### src/rtl/sgr_pkg.sv
package sgr_pkg;
   typedef struct packed {
      logic ready;
      logic overrun;
      logic frame_err;
   } sgr_flags_t;

   localparam int SGR_MIN_SYNC = 2;
endpackage

### src/rtl/sgr_sync.sv
module sgr_sync #(
   parameter int W      = 3,
   parameter int STAGES = 2
) (
   input  logic         clk,
   input  logic         rst_n,
   input  logic [W-1:0] d,
   output logic [W-1:0] q
);
   import sgr_pkg::*;

   generate
      if (STAGES < SGR_MIN_SYNC) begin : g_bad_stages
         $error("sgr_sync: STAGES must be at least 2");
      end
      if (W < 1) begin : g_bad_width
         $error("sgr_sync: W must be positive");
      end
   endgenerate

   logic [STAGES-1:0][W-1:0] chain_q;

   always_ff @(posedge clk or negedge rst_n) begin
      if (!rst_n) chain_q <= '0;
      else        chain_q <= {chain_q[STAGES-2:0], d};
   end

   assign q = chain_q[STAGES-1];
endmodule

### src/rtl/sgr_gate.sv
module sgr_gate (
   input  logic clk,
   input  logic rst_n,
   input  logic clk_s,
   input  logic cd_s,
   input  logic sync_en,
   input  logic cd_high,
   input  logic rise_sel,
   output logic bit_stb,
   output logic carrier_off
);
   logic clk_d;
   logic cd_prev;
   logic cd_now;
   logic edge_rise;
   logic edge_fall;
   logic edge_sel;

   always_ff @(posedge clk or negedge rst_n) begin
      if (!rst_n) begin
         clk_d   <= 1'b0;
         cd_prev <= 1'b0;
      end else begin
         clk_d   <= clk_s;
         cd_prev <= cd_now;
      end
   end

   always_comb begin
      edge_rise   = clk_s & ~clk_d;
      edge_fall   = ~clk_s & clk_d;
      edge_sel    = rise_sel ? edge_rise : edge_fall;
      cd_now      = sync_en ? (cd_s == cd_high) : 1'b1;
      bit_stb     = edge_sel & cd_now & cd_prev;
      carrier_off = ~cd_now;
   end


   carrier_lead_chk: assert property (@(posedge clk) disable iff (!rst_n)
      bit_stb |-> $past(cd_now) && !carrier_off);
endmodule

### src/rtl/sgr_assembler.sv
module sgr_assembler #(
   parameter int WORD_W = 8
) (
   input  logic                  clk,
   input  logic                  rst_n,
   input  logic                  bit_stb,
   input  logic                  bit_val,
   input  logic                  abort,
   input  logic                  rd_ack,
   output logic [WORD_W-1:0]     word_q,
   output sgr_pkg::sgr_flags_t   flags_q
);
   import sgr_pkg::*;

   localparam int CNT_W = (WORD_W > 2) ? $clog2(WORD_W) : 1;
   localparam logic [CNT_W-1:0] LAST = CNT_W'(WORD_W - 1);

   generate
      if (WORD_W < 2) begin : g_bad_word
         $error("sgr_assembler: WORD_W must be at least 2");
      end
   endgenerate

   logic [WORD_W-1:0] shreg_q;
   logic [CNT_W-1:0]  cnt_q;
   logic [WORD_W-1:0] next_word;
   logic              last_bit;
   logic              ready_eff;

   always_comb begin
      next_word = {bit_val, shreg_q[WORD_W-1:1]};
      last_bit  = bit_stb && (cnt_q == LAST);
      ready_eff = flags_q.ready && !rd_ack;
   end

   always_ff @(posedge clk or negedge rst_n) begin
      if (!rst_n) begin
         shreg_q <= '0;
         cnt_q   <= '0;
         word_q  <= '0;
         flags_q <= '0;
      end else begin
         if (rd_ack) flags_q <= '0;
         if (abort) begin
            if (cnt_q != '0) flags_q.frame_err <= 1'b1;
            cnt_q <= '0;
         end else if (bit_stb) begin
            shreg_q <= next_word;
            if (last_bit) begin
               cnt_q <= '0;
               if (ready_eff) begin
                  flags_q.overrun <= 1'b1;
               end else begin
                  word_q        <= next_word;
                  flags_q.ready <= 1'b1;
               end
            end else begin
               cnt_q <= cnt_q + 1'b1;
            end
         end
      end
   end


   ready_rise_chk: assert property (@(posedge clk) disable iff (!rst_n)
      (last_bit && !flags_q.ready) |=> flags_q.ready);

   overrun_keep_chk: assert property (@(posedge clk) disable iff (!rst_n)
      (last_bit && flags_q.ready && !rd_ack) |=> (flags_q.overrun && $stable(word_q)));

   frame_err_chk: assert property (@(posedge clk) disable iff (!rst_n)
      (abort && cnt_q != '0) |=> (flags_q.frame_err && cnt_q == '0));

   ack_clear_chk: assert property (@(posedge clk) disable iff (!rst_n)
      (rd_ack && !abort && !bit_stb) |=> (flags_q == '0));
endmodule

### src/rtl/sgr_rx_top.sv
module sgr_rx_top #(
   parameter int WORD_W      = 8,
   parameter int SYNC_STAGES = 2
) (
   input  logic              clk,
   input  logic              rst_n,
   input  logic              sync_mode_en,
   input  logic              cd_active_high,
   input  logic              sample_rising,
   input  logic              rx_clk_in,
   input  logic              carrier_in,
   input  logic              rx_data_in,
   input  logic              rd_ack,
   output logic [WORD_W-1:0] rx_word,
   output logic              rx_ready,
   output logic              rx_overrun,
   output logic              rx_frame_err
);
   import sgr_pkg::*;

   localparam int PIN_W = 3;

   logic [PIN_W-1:0] pins_s;
   logic             bit_stb;
   logic             carrier_off;
   sgr_flags_t       flags;

   sgr_sync #(.W(PIN_W), .STAGES(SYNC_STAGES)) u_sync (
      .clk   (clk),
      .rst_n (rst_n),
      .d     ({rx_clk_in, carrier_in, rx_data_in}),
      .q     (pins_s)
   );

   sgr_gate u_gate (
      .clk         (clk),
      .rst_n       (rst_n),
      .clk_s       (pins_s[2]),
      .cd_s        (pins_s[1]),
      .sync_en     (sync_mode_en),
      .cd_high     (cd_active_high),
      .rise_sel    (sample_rising),
      .bit_stb     (bit_stb),
      .carrier_off (carrier_off)
   );

   sgr_assembler #(.WORD_W(WORD_W)) u_asm (
      .clk     (clk),
      .rst_n   (rst_n),
      .bit_stb (bit_stb),
      .bit_val (pins_s[0]),
      .abort   (carrier_off),
      .rd_ack  (rd_ack),
      .word_q  (rx_word),
      .flags_q (flags)
   );

   assign rx_ready     = flags.ready;
   assign rx_overrun   = flags.overrun;
   assign rx_frame_err = flags.frame_err;


   nosync_no_ferr_chk: assert property (@(posedge clk) disable iff (!rst_n)
      (!sync_mode_en && !rx_frame_err) |=> !$rose(rx_frame_err));
endmodule

### config.mk
export PLATFORM = sky130hd
export DESIGN_NAME = sgr_rx_top
export DESIGN_NICKNAME = d
export VERILOG_FILES = /design/src/rtl/sgr_pkg.sv /design/src/rtl/sgr_sync.sv /design/src/rtl/sgr_gate.sv /design/src/rtl/sgr_assembler.sv /design/src/rtl/sgr_rx_top.sv
export SDC_FILE = /design/constraint.sdc
export NUM_CORES = 1
export LEC_CHECK = 0
export BUFFER_PORTS_ARGS = -buffer_cell sky130_fd_sc_hd__clkbuf_2
export CAP_MARGIN = 0
export CORE_UTILIZATION = 52
export DETAILED_ROUTE_END_ITERATION = 16
export HOLD_SLACK_MARGIN = 0.03
export PLACE_DENSITY = 0.75
export SLEW_MARGIN = 15
export SYNTH_ARGS = -nofsm -noshare
export SYNTH_HDL_FRONTEND = slang
export SYNTH_SLANG_ARGS = --single-unit
### constraint.sdc
create_clock -name clk -period 2.1 [get_ports clk]
set_input_delay 0.525 -clock clk [delete_from_list [all_inputs] [get_ports clk]]
set_output_delay 0.525 -clock clk [all_outputs]
set_load 0.01 [all_outputs]
==> impl_metrics.py <==
metrics = {
    "synth": {
        "yosysWarnings": 0,
        "ys.flop_type": "dfrtp_1",
        "syn_nets": 85,
        "synth.top_cell.area_share_pct": 65.4,
        "ys_seq_area_share_pct": 65.4,
        "synthArstFlopShare_pct": 100,
        "ys_ff_latch": 29,
        "syn_area_per_cell_um2": 15.2,
        "synth.distinct_cells": 20,
        "yosysTopAreaCell": "dfrtp_1",
        "synthCells": 73,
        "netlist_top_cells_area": "dfrtp_1, mux2_2, ha_1",
        "synth_edf_count": 0,
        "synth_area_um2": 1110,
    },
    "timing": {
        "holdWs_ps": 226,
        "max_slew.worst_pin.slew_ps": 688,
        "fin_setup_tns_ps": 0,
        "hold_viol_final": 0,
        "fin_crit_sh_pct": 77.0,
        "skew_ps": 9.63,
        "rsz0062_at_grt": "false",
        "finalSetupViolations": 0,
        "drv_slew": 0,
        "min_period_ps": 1620,
        "fmaxAchievable_mhz": 619,
        "slew_headroom_pct": 54.2,
    },
    "drt": {
        "vias": 639,
        "ant_nets": 0,
        "wl_um": 1540,
        "via_per_inst": 5.03,
        "drc": 0,
        "avgRoutedWirePerCell_um": 12.1,
        "drt_pre_antenna_iters": 4,
        "dr.first_iter.drc_count": 5,
    },
    "floorplan": {
        "die_area_um2": 2320,
        "die_w_um": 48.2,
        "rows": 16,
        "ios": 20,
        "core-area_um2": 1980,
        "initial_core_util_pct": 56.0,
        "chipHeight_um": 48.2,
    },
    "power_and_ir_drop": {
        "ir_drop_uv": 829,
        "p_total_mw": 1.20,
        "p_leak_nw": 0.661,
        "p_per_area_nw_per_um2": 918,
    },
    "critical_path": {
        "end_kind": "flop",
        "critical_path_class": "reg2reg",
        "rr_startpoint": "u_sync.q[2]",
        "crit_required_ps": 2300,
        "cp_data_arrival_time_ps": 1820,
        "rr_worst_depth": 4,
        "r2r_end": "u_asm.word_q[5]",
        "cp-start-kind": "flop",
        "worstPathMaxFanout": 9,
        "rrSetupSlack_ps": 480,
    },
    "finish": {
        "antenna_cells": 0,
        "final_common_cell": "dfrtp_1",
        "fill_cells": 138,
        "drive_gt1_share_pct": 44.0,
        "final_util_pct": 66.0,
        "fin_nets": 111,
        "postLayoutCellArea_um2": 1310,
        "final_cell_mix": "dfrtp_1, clkbuf_2, mux2_2, inv_1, clkbuf_4",
        "area_growth_pct": 17.9,
    },
    "run": {
        "maxCapViolCount": 0,
    },
    "clock_tree": {
        "cts-resized-gates": 0,
        "cts-root-buf": "clkbuf_4",
        "cts_hold_buf": 0,
        "numCtsBuffers": 5,
        "cts.path.max_buffers": 2,
        "clock-sinks": 29,
        "cts_setup_buffers": 0,
        "path_clk_slew_ps": 90,
        "worst_skew_pair.late_latency_ps": 320,
        "htreeDepth": 2,
        "cts_tree": "done",
    },
    "global_route": {
        "gr-usage-all-layers_pct": 17.1,
        "first_global_vias": 585,
        "gr-total-overflow": 0,
        "antenna_found_initial": 0,
        "grt_pass1_wl_um": 2480,
        "grt_max_degree": 30,
    },
    "placed_design": {
        "place_area_um2": 1240,
        "place_congestion": 0.735,
        "dp_hpwl_um": 1080,
        "io_buffers": 19,
    },
    "worst_hold_path": {
        "hold_path_class": "in2async",
    },
    "status": {
        "status": "completed",
    },
}
## metrics by stage
stage / setup WS, ps / instances
6_report: 484 / 127
2_1_floorplan: 496 / 73
4_1_cts: 475 / 127
3_3_place_gp: 308 / 119
3_5_place_dp: 280 / 119
5_1_grt: 374 / 127
## report_power, final
part	total [mW]	internal [mW]	switching [mW]	leakage [nW]
logic	0.137	0.0788	0.0579	0.248
clock network	0.373	0.194	0.179	0.0413
registers	0.692	0.639	0.0532	0.372
## cells in the mapped netlist, types with 2 or more instances
| cell type | instances |
|---|---|
| a21oi_1 | 2 |
| dfrtp_1 | 29 |
| ha_1 | 3 |
| inv_1 | 5 |
| nand2_1 | 4 |
| mux2_2 | 15 |
| o22ai_1 | 2 |
## logic make-up (layout without fill, tap and decap cells)
family | after synthesis | after routing | synth area share [%]
AOI/OAI and AO/OA | 5 | 5 | 3.95
xor gates and xnor gates | 1 | 1 | 0.789
adders and majority gates | 3 | 3 | 3.38
buffers and inverters | 5 | 32 | 1.69
DFF | 29 | 29 | 65.4
muxes | 16 | 16 | 16.1
and+or+nand+nor | 14 | 14 | 8.68
## state kept, by name, indices dropped and copies added (netlist names)
name / count
u_asm.cnt_q: 3
u_asm.flags_q: 3
u_asm.shreg_q: 7
u_asm.word_q: 8
u_gate.cd_prev: 1
u_gate.clk_d: 1
u_sync.chain_q: 3
u_sync.q: 3
## worst max-delay path, stage by stage (launching register included)
cell       delay, ps
dfrtp_1          400
nand4bb_1        260
a22oi_4          330
nand3_4          200
mux2_2           310
## area by class of cell
| type | instances | area, um^2 | area share [%] |
|---|---|---|---|
| well taps | 27 | 33.8 | 2.58 |
| inverters | 5 | 18.8 | 1.43 |
| clock buffers | 7 | 65.1 | 4.97 |
| multi-input cells | 39 | 365 | 27.9 |
| clock inverters | 1 | 5.00 | 0.382 |
| flip-flops and latches | 29 | 726 | 55.4 |
| repair buffers | 19 | 95.1 | 7.27 |
## worst max-delay path by stage
stage / start / end / slack (ps) / cells past startpoint
CTS: u_sync.q[2] / u_asm.word_q[5] / 470 / 4
global placement: sample_rising / u_asm.word_q[4] / 310 / 5
finish: u_sync.q[2] / u_asm.word_q[5] / 480 / 4
detailed placement: sample_rising / u_asm.word_q[4] / 280 / 5
floorplan: sample_rising / u_asm.word_q[0] / 500 / 4
global route: u_sync.q[2] / u_asm.word_q[5] / 370 / 4
## per-layer routing
metal  track usage (%)  part of all wire (%)  wire (um)  up-vias
met4              8.33                   1.5         23        0
met3              10.0                   5.7         88        4
met2              26.1                    46        716       20
met5                 0                     0          0        -
li1                  -                     -          -      308
met1              19.1                    46        712      307
Note: power is estimated with default switching activity, not from simulation.
